--- src/rtl/tcmp_pkg.sv ---
package tcmp_pkg;

    // Relation of one span of bits: gt = A greater over the span, eq = equal.
    typedef struct packed {
        logic gt;
        logic eq;
    } rel_t;

    // Registered verdict carried to the ports.
    typedef struct packed {
        logic gt;
        logic eq;
        logic lt;
    } verdict_t;

    // Identity element of the merge: an empty span is "equal".
    localparam rel_t REL_NEUTRAL = '{gt: 1'b0, eq: 1'b1};

    // Prefix merge: a more-significant span decides unless it is equal.
    function automatic rel_t rel_merge(input rel_t hi, input rel_t lo);
        rel_t r;
        r.gt = hi.gt | (hi.eq & lo.gt);
        r.eq = hi.eq & lo.eq;
        return r;
    endfunction

    // Leaf encoder for a two-bit slice.
    function automatic rel_t rel_pair(input logic [1:0] a, input logic [1:0] b);
        rel_t r;
        logic same_hi;
        same_hi = ~(a[1] ^ b[1]);
        r.gt    = (a[1] & ~b[1]) | (same_hi & a[0] & ~b[0]);
        r.eq    = same_hi & ~(a[0] ^ b[0]);
        return r;
    endfunction

    function automatic verdict_t to_verdict(input rel_t r);
        verdict_t v;
        v.gt = r.gt;
        v.eq = r.eq;
        v.lt = ~(r.gt | r.eq);
        return v;
    endfunction

endpackage

--- src/rtl/tcmp_pair_enc.sv ---
module tcmp_pair_enc
    import tcmp_pkg::*;
#(
    parameter int NPAIR = 3
) (
    input  logic [2*NPAIR-1:0] a_i,
    input  logic [2*NPAIR-1:0] b_i,
    output rel_t [NPAIR-1:0]   leaf_o
);

    for (genvar p = 0; p < NPAIR; p++) begin : g_pair
        assign leaf_o[p] = rel_pair(a_i[2*p +: 2], b_i[2*p +: 2]);
    end

endmodule

--- src/rtl/tcmp_merge_tree.sv ---
module tcmp_merge_tree
    import tcmp_pkg::*;
#(
    parameter int NLEAF = 3
) (
    input  rel_t [NLEAF-1:0] leaf_i,
    output rel_t             root_o
);

    localparam int LEVELS = (NLEAF > 1) ? $clog2(NLEAF) : 0;
    localparam int PADN   = 1 << LEVELS;

    // Higher index = more significant span at every level.
    rel_t [PADN-1:0] node [0:LEVELS];

    for (genvar i = 0; i < PADN; i++) begin : g_leaf
        if (i < NLEAF) begin : g_real
            assign node[0][i] = leaf_i[i];
        end else begin : g_pad
            assign node[0][i] = REL_NEUTRAL;
        end
    end

    for (genvar l = 1; l <= LEVELS; l++) begin : g_lvl
        for (genvar j = 0; j < PADN; j++) begin : g_node
            if (j < (PADN >> l)) begin : g_merge
                assign node[l][j] = rel_merge(node[l-1][2*j+1], node[l-1][2*j]);
            end else begin : g_unused
                assign node[l][j] = REL_NEUTRAL;
            end
        end
    end

    assign root_o = node[LEVELS][0];

    // a span can never be both greater and equal.
    always_comb begin
        a_r4_root_exclusive: assert (!(root_o.gt && root_o.eq));
    end

endmodule

--- src/rtl/tcmp_lo_isolate.sv ---
module tcmp_lo_isolate #(
    parameter int W = 6
) (
    input  logic         clk,
    input  logic         rst,
    input  logic         en_i,
    input  logic [W-1:0] a_i,
    input  logic [W-1:0] b_i,
    output logic [W-1:0] a_o,
    output logic [W-1:0] b_o
);

    logic [W-1:0] a_hold_q;
    logic [W-1:0] b_hold_q;

    always_ff @(posedge clk) begin
        if (rst) begin
            a_hold_q <= '0;
            b_hold_q <= '0;
        end else if (en_i) begin
            a_hold_q <= a_i;
            b_hold_q <= b_i;
        end
    end

    // Gated region sees live operands only when enabled.
    assign a_o = en_i ? a_i : a_hold_q;
    assign b_o = en_i ? b_i : b_hold_q;

    // across consecutive disabled cycles the gated tree inputs do not toggle.
    a_r7_gated_quiet: assert property (@(posedge clk) disable iff (rst)
        !en_i |=> (en_i || ($stable(a_o) && $stable(b_o))));

endmodule

--- src/rtl/tcmp_tree_top.sv ---
module tcmp_tree_top
    import tcmp_pkg::*;
#(
    parameter int WIDTH = 8   // even, at least 4
) (
    input  logic             clk,
    input  logic             rst,
    input  logic [WIDTH-1:0] a_i,
    input  logic [WIDTH-1:0] b_i,
    output logic             gt_o,
    output logic             eq_o,
    output logic             lt_o
);

    localparam int NPAIR = WIDTH / 2;
    localparam int NLOW  = NPAIR - 1;
    localparam int LOW_W = 2 * NLOW;

    rel_t               top_rel;
    logic               lo_en;
    logic [LOW_W-1:0]   lo_a;
    logic [LOW_W-1:0]   lo_b;
    rel_t [NLOW-1:0]    lo_leaf;
    rel_t               lo_rel;
    rel_t               final_rel;
    verdict_t           verdict_q;

    // Always-evaluated most-significant pair.
    assign top_rel = rel_pair(a_i[WIDTH-1 -: 2], b_i[WIDTH-1 -: 2]);
    assign lo_en   = top_rel.eq;

    tcmp_lo_isolate #(.W(LOW_W)) u_iso (
        .clk  (clk),
        .rst  (rst),
        .en_i (lo_en),
        .a_i  (a_i[LOW_W-1:0]),
        .b_i  (b_i[LOW_W-1:0]),
        .a_o  (lo_a),
        .b_o  (lo_b)
    );

    tcmp_pair_enc #(.NPAIR(NLOW)) u_enc (
        .a_i    (lo_a),
        .b_i    (lo_b),
        .leaf_o (lo_leaf)
    );

    tcmp_merge_tree #(.NLEAF(NLOW)) u_tree (
        .leaf_i (lo_leaf),
        .root_o (lo_rel)
    );

    // Root select: the gated result is used only when it was evaluated.
    assign final_rel = lo_en ? rel_merge(top_rel, lo_rel) : top_rel;

    always_ff @(posedge clk) begin
        if (rst) begin
            verdict_q <= '0;
        end else begin
            verdict_q <= to_verdict(final_rel);
        end
    end

    assign gt_o = verdict_q.gt;
    assign eq_o = verdict_q.eq;
    assign lt_o = verdict_q.lt;

    // one flag set after each sampling edge out of reset.
    a_r4_flags_onehot: assert property (@(posedge clk) disable iff (rst)
        !rst |=> $onehot({gt_o, eq_o, lt_o}));

    // a greater top pair decides the result.
    a_r6_top_greater: assert property (@(posedge clk) disable iff (rst)
        (a_i[WIDTH-1 -: 2] > b_i[WIDTH-1 -: 2]) |=> gt_o);

    // a smaller top pair decides the result.
    a_r6_top_less: assert property (@(posedge clk) disable iff (rst)
        (a_i[WIDTH-1 -: 2] < b_i[WIDTH-1 -: 2]) |=> lt_o);

    // equal operands give the equal flag a cycle later.
    a_r2_equal: assert property (@(posedge clk) disable iff (rst)
        (a_i == b_i) |=> eq_o);

    // full greater-than seen one cycle later.
    a_r1_greater: assert property (@(posedge clk) disable iff (rst)
        (a_i > b_i) |=> (gt_o && !lt_o));

endmodule

--- config.mk ---
export PLATFORM = sky130hd
export DESIGN_NAME = tcmp_tree_top
export DESIGN_NICKNAME = d
export VERILOG_FILES = /design/src/rtl/tcmp_pkg.sv /design/src/rtl/tcmp_pair_enc.sv /design/src/rtl/tcmp_merge_tree.sv /design/src/rtl/tcmp_lo_isolate.sv /design/src/rtl/tcmp_tree_top.sv
export SDC_FILE = /design/constraint.sdc
export NUM_CORES = 1
export LEC_CHECK = 0
export ABC_AREA = 1
export BUFFER_PORTS_ARGS = -buffer_cell sky130_fd_sc_hd__clkbuf_2
export CORE_AREA = 2 2 47 49
export DETAILED_ROUTE_END_ITERATION = 12
export DIE_AREA = 0 0 49 51
export GPL_ROUTABILITY_DRIVEN = 0
export PLACE_DENSITY = 0.77
export SYNTH_ARGS = -nofsm -noshare
export SYNTH_HDL_FRONTEND = slang
export SYNTH_SLANG_ARGS = --single-unit
--- constraint.sdc ---
create_clock -name clk -period 4.9 [get_ports clk]
set_clock_uncertainty 0.1 [all_clocks]
set_input_delay 0.735 -clock clk [delete_from_list [all_inputs] [get_ports clk]]
set_output_delay 0.735 -clock clk [all_outputs]
set_load 0.02 [all_outputs]
Yosys cells after proc, flatten, opt, wreduce, memory -nomap -nowiden:

Cells that the tools add are included.

* bitwise gates (word level): 55
* mux-type cells: 3

Operators with widths (number)
* 1-bit AND: 22
* 1-bit inverter: 17
* 6-bit two-way mux: 2
* 1-bit OR: 8
* 1-bit bitwise XOR: 8
* 2-bit two-way mux: 1

* logic and storage cells: 63
* input bits: 18
* output and inout bits: 3
* register bits: 15

Depth between registers and ports, before layout:

* depth in word-level cells: 18
* mapped depth: 16
* gate-level depth less buffers: 15

By module:

Synthesis repeated with hierarchy kept, for this count alone.

* cells, all modules: 156
* area, all modules: 904.6 um^2

By module, submodules not included
* tcmp_lo_isolate: sequential area each 240.2 um^2, cells each 100, area each 581.8 um^2, times used 1
* tcmp_tree_top: sequential area each 60.1 um^2, cells each 22, area each 153.9 um^2, times used 1
* tcmp_pair_enc: sequential area each 0.0 um^2, cells each 27, area each 138.9 um^2, times used 1
* tcmp_merge_tree: sequential area each 0.0 um^2, cells each 7, area each 30.0 um^2, times used 1

Least setup slack after synthesis:

Ideal clock, no wire load.

* path type: input to register
* start: in b_i[7]
* end: reg verdict_q (netlist bit lt_o)
* data arrival time: 2.449 ns
* path buffers: 1
* stages on the path: 16
* required time: 4.690 ns
* setup slack: 2.240 ns
* setup time: 0.110 ns
* path through: inv_1 > ha_1 > nand2_1 > nor2_1 > buf_6 > or2_2 > inv_1 > a21oi_1 > ha_1 > nand2_1 > nor2_2 > nand3_1 > nand2_1 > nand2_2 > nand2_1 > nor2_1

* elaborated cells on any way between the ends: 55
* classes of those cells: 3 x mux; 52 x bitwise

RTL lines
* from (decl): line tcmp_tree_top.sv:9 `input logic [WIDTH-1:0] b_i,`
* 1-bit bitwise XOR (*): line tcmp_pkg.sv:31 `same_hi = ~(a[1] ^ b[1]);`
* 1-bit inverter (*): line tcmp_pkg.sv:31
* 1-bit AND (*): line tcmp_pkg.sv:33 `r.eq = same_hi & ~(a[0] ^ b[0]);`
* 6-bit two-way mux (*): line tcmp_lo_isolate.sv:27 `assign a_o = en_i ? a_i : a_hold_q;`
* via lo_a[5]: line tcmp_tree_top.sv:21 `logic [LOW_W-1:0] lo_a;`
* 1-bit bitwise XOR: line tcmp_pkg.sv:31
* 1-bit inverter: line tcmp_pkg.sv:31
* 1-bit AND (2 in series): line tcmp_pkg.sv:32 `r.gt = (a[1] & ~b[1]) | (same_hi & a[0] & ~b[0]);`
* 1-bit OR: line tcmp_pkg.sv:32
* 1-bit OR: line tcmp_pkg.sv:22 `r.gt = hi.gt | (hi.eq & lo.gt);`
* 1-bit AND: line tcmp_pkg.sv:22
* 1-bit OR: line tcmp_pkg.sv:22
* 2-bit two-way mux (*): line tcmp_tree_top.sv:54 `assign final_rel = lo_en ? rel_merge(top_rel, lo_rel) : top_rel;`
* 1-bit OR (*): line tcmp_pkg.sv:41 `v.lt = ~(r.gt | r.eq);`
* 1-bit inverter (*): line tcmp_pkg.sv:41
* to (signal assigned): line tcmp_tree_top.sv:60 `verdict_q <= to_verdict(final_rel);`
* to (decl): line tcmp_tree_top.sv:26 `verdict_t verdict_q;`

The timed path passes the listed nets; every way through them passes the cells marked *.
A chain may end at the register's enable or synchronous reset.

Worst setup path after layout:

* start: in b_i[7]
* end: reg verdict_q (netlist bit lt_o)

* elaborated cells on any way between the ends: 55
* classes of those cells: 3 x mux; 52 x bitwise

RTL lines (line)
* 1-bit bitwise XOR (*): tcmp_pkg.sv:31
* 1-bit inverter (*): tcmp_pkg.sv:31
* 1-bit AND (*): tcmp_pkg.sv:33
* 6-bit two-way mux (*): tcmp_lo_isolate.sv:27
* via lo_a[3]: tcmp_tree_top.sv:21
* 1-bit bitwise XOR: tcmp_pkg.sv:31
* 1-bit inverter: tcmp_pkg.sv:31
* 1-bit AND (2 in series): tcmp_pkg.sv:32
* 1-bit OR: tcmp_pkg.sv:32
* 1-bit OR: tcmp_pkg.sv:22
* 1-bit AND: tcmp_pkg.sv:22
* 1-bit OR: tcmp_pkg.sv:22
* 1-bit AND: tcmp_pkg.sv:22
* 1-bit OR: tcmp_pkg.sv:22
* 2-bit two-way mux (*): tcmp_tree_top.sv:54
* 1-bit OR (*): tcmp_pkg.sv:41
* 1-bit inverter (*): tcmp_pkg.sv:41

Marked as above.

==> results.md <==
* Clock Tree Root: clkbuf_4
* Pin count of the biggest net entering global routing at 16
* Post-DP HPWL at 1.17 mm
* Max-slew violation count at 0
* Antenna violations before repair at 0
* Clk buf depth at 2
* Global routing's busiest layer: met2
* Final hold violations at 0
* Synth top area share at 35.4%
* Most used DFF post-synth: dfxtp_1
* Vias in the first global route at 699
* Crit path arrival time at 3040 ps
* Hold-fix buffers, CTS at 0
* H-Tree Depth at 1
* Pint at 201 uW
* Post-DRT Antenna Nets at 0
* Post-CTS resize count at 0
* Worst-path fanout max at 12
* CORE AREA at 2060 um^2
* RSZ-0062 raised after global routing: no
* Minimum clock period at 2920 ps
* Achievable Freq at 343 MHz
* Die W at 49 um
* Switching power at 95.9 uW
* CTS buffer count at 3
* #FFs+latches synth at 15
* Clock slew at reported path FFs at 80 ps
* P per Cell Area at 302 nW/um^2
* Setup crit start kind: input pin
* Port Buf Inserts at 20
* Vias per inst at 4.58
* First-pass GRT wire length at 2.65 mm
* Mapped Area at 848 um^2
* Seq/Total Area, Yosys at 35.4%
* Top cells by area, synth: dfxtp_1 35%, inv_1 9.3%, nand2_1 7.1%
* CTS tree: done
* Switching Fraction at 32.3%
* IO Pins at 21
* Max IR drop VDD at 0.000208 V
* Dominant cell type by area after synthesis: dfxtp_1
* Post-synth EDFFs at 0
* Syn avg cell area at 7.51 um^2
* Slew HR at 52.9%
* FP Rows at 17
* Met1 Resource Use GR at 15.9%
* Hold Path Class: flip-flop to flip-flop
* Post-CTS Setup Repair Bufs at 0
* Async SR Flop Fraction at 0%
* Ys Warns at 0
* Max-cap viol count at 0
* Routed WL per cell at 9.09 um
* Clock sink count at 15
* Post-synth cell types at 21
* Part of the power in registers at 45.3%
* Final Cycle Share at 59.5%
* Clock power share at 23.2%
* Area grow syn2layout at 15.9%
* DR pass1 iterations at 4
* Crit. End Element: flip-flop
* Final instance area at 983 um^2
* Most frequent cell after synthesis: inv_1
* Die height at 51 um
* Vias at 742
* Die ar. at 2500 um^2
* Setup TNS at 0 ps
* Clk Latency, worst-skew pair at 280 ps
* DRT Wirelength at 1.47 mm
* Starting density of the core at 41.1%
* Commonest cells in the netlist: 21 x inv_1, 16 x nand2_1, 15 x dfxtp_1
* Antenna Cells at 0
* Status: complete, no violations
* Worst Tran Pin Value at 704 ps
* Static Leak at 0.539 nW
* Met3 Use GR at 3.80%
* Layout cells sized above 1 at 31.3%
* Setup violators final at 0
* Post-Synthesis Cells at 113
* Final layout net count at 157
* Syn_nets at 135
* DRC marker count from the first detailed-route iteration at 5
* Gr ovfl total at 0
* Combinational share of power at 31.5%
* CP required at 5020 ps
* # DRC at 0
* Total Routing Usage GR at 14.0%
* Critical path class: input pin to flip-flop
* GRT met2 Usage at 24.0%
* Placed cell area at 957 um^2
-- critical path, cell delays in order --
cell and delay, ps:
clkbuf_2 80, inv_1 30, ha_1 370, nand2_1 70
nor2_1 540, or2_2 220, inv_1 50, a21oi_1 120
ha_1 260, nand3_1 90, nand2_1 50, a21oi_1 140
nand2_1 70, nand2_2 70, nand2_1 60, nor2_1 80
-- cells in the final DEF, fill, tap and decap left out, drive strengths merged --
cell     n
ha       4
o21ai    2
clkbuf  24
nor2    16
o21bai   1
nand4    3
a211oi   3
dfxtp   15
mux2i    3
nand2   25
or2      3
inv     21
nand3    6
a21oi    8
-- final timing paths --
check                    startpoint  slack [ps]           endpoint  depth (start not counted)
setup / recovery             b_i[7]        1980               lt_o                         16
setup reg to reg  u_iso.a_hold_q[5]        3110               lt_o                         11
hold reg to reg   u_iso.a_hold_q[4]         380  u_iso.a_hold_q[4]                          2
hold / removal    u_iso.a_hold_q[4]         380  u_iso.a_hold_q[4]                          2
-- layout make-up --
class                           instances  area (um^2)
Multi-Input combinational cell         74          443
Sequential cell                        15          300
Inverter                               21         78.8
Tap cell                               28         35.0
Fill cell                             230         1080
Timing Repair Buffer                   20          100
Clock buffer                            4         26.3
-- registers in the layout, summed over array words and instances (netlist names) --
register	count
u_iso.a_hold_q	6
eq_o	1
u_iso.b_hold_q	6
gt_o	1
lt_o	1
-- kinds of logic (layout without fill, tap and decap cells) --
group	count (synthesis)	count (layout)	synth area share [%]
adder cells (fa/ha/maj)	4	4	5.90
AND/OR/NAND/NOR	53	53	32.0
AO/OA/AOI/OAI	14	14	10.8
buffers and inverters	24	45	12.4
multiplexers	3	3	3.54
flip-flops	15	15	35.4
-- per-stage QoR --
step	setup slack, ps	std cells	power, mW	util, %	hold WS (ps)
after floorplan	2240	113	0.213	-	347
after detailed placement	1700	158	0.231	46.4	366
final	1980	162	0.297	47.7	376
after global placement	1790	158	0.226	46.4	362
after global routing	1760	162	0.323	47.7	405
after CTS	2000	162	0.300	47.7	378
-- metal layers --
metal	vias up	routed length (um)
met5	-	0
met1	321	690
met4	0	14
met3	2	85
li1	398	-
met2	21	681
-- power groups by stage --
stage | Combinational (mW) | Clock [mW] | Sequential, mW
after floorplan | 0.0733 | 0 | 0.139
after global placement | 0.0897 | 0 | 0.137
after detailed placement | 0.0934 | 0 | 0.137
after CTS | 0.0940 | 0.0720 | 0.134
after global routing | 0.107 | 0.0803 | 0.135
final | 0.0934 | 0.0689 | 0.134
No activity file was read; power rests on OpenSTA's default activity.
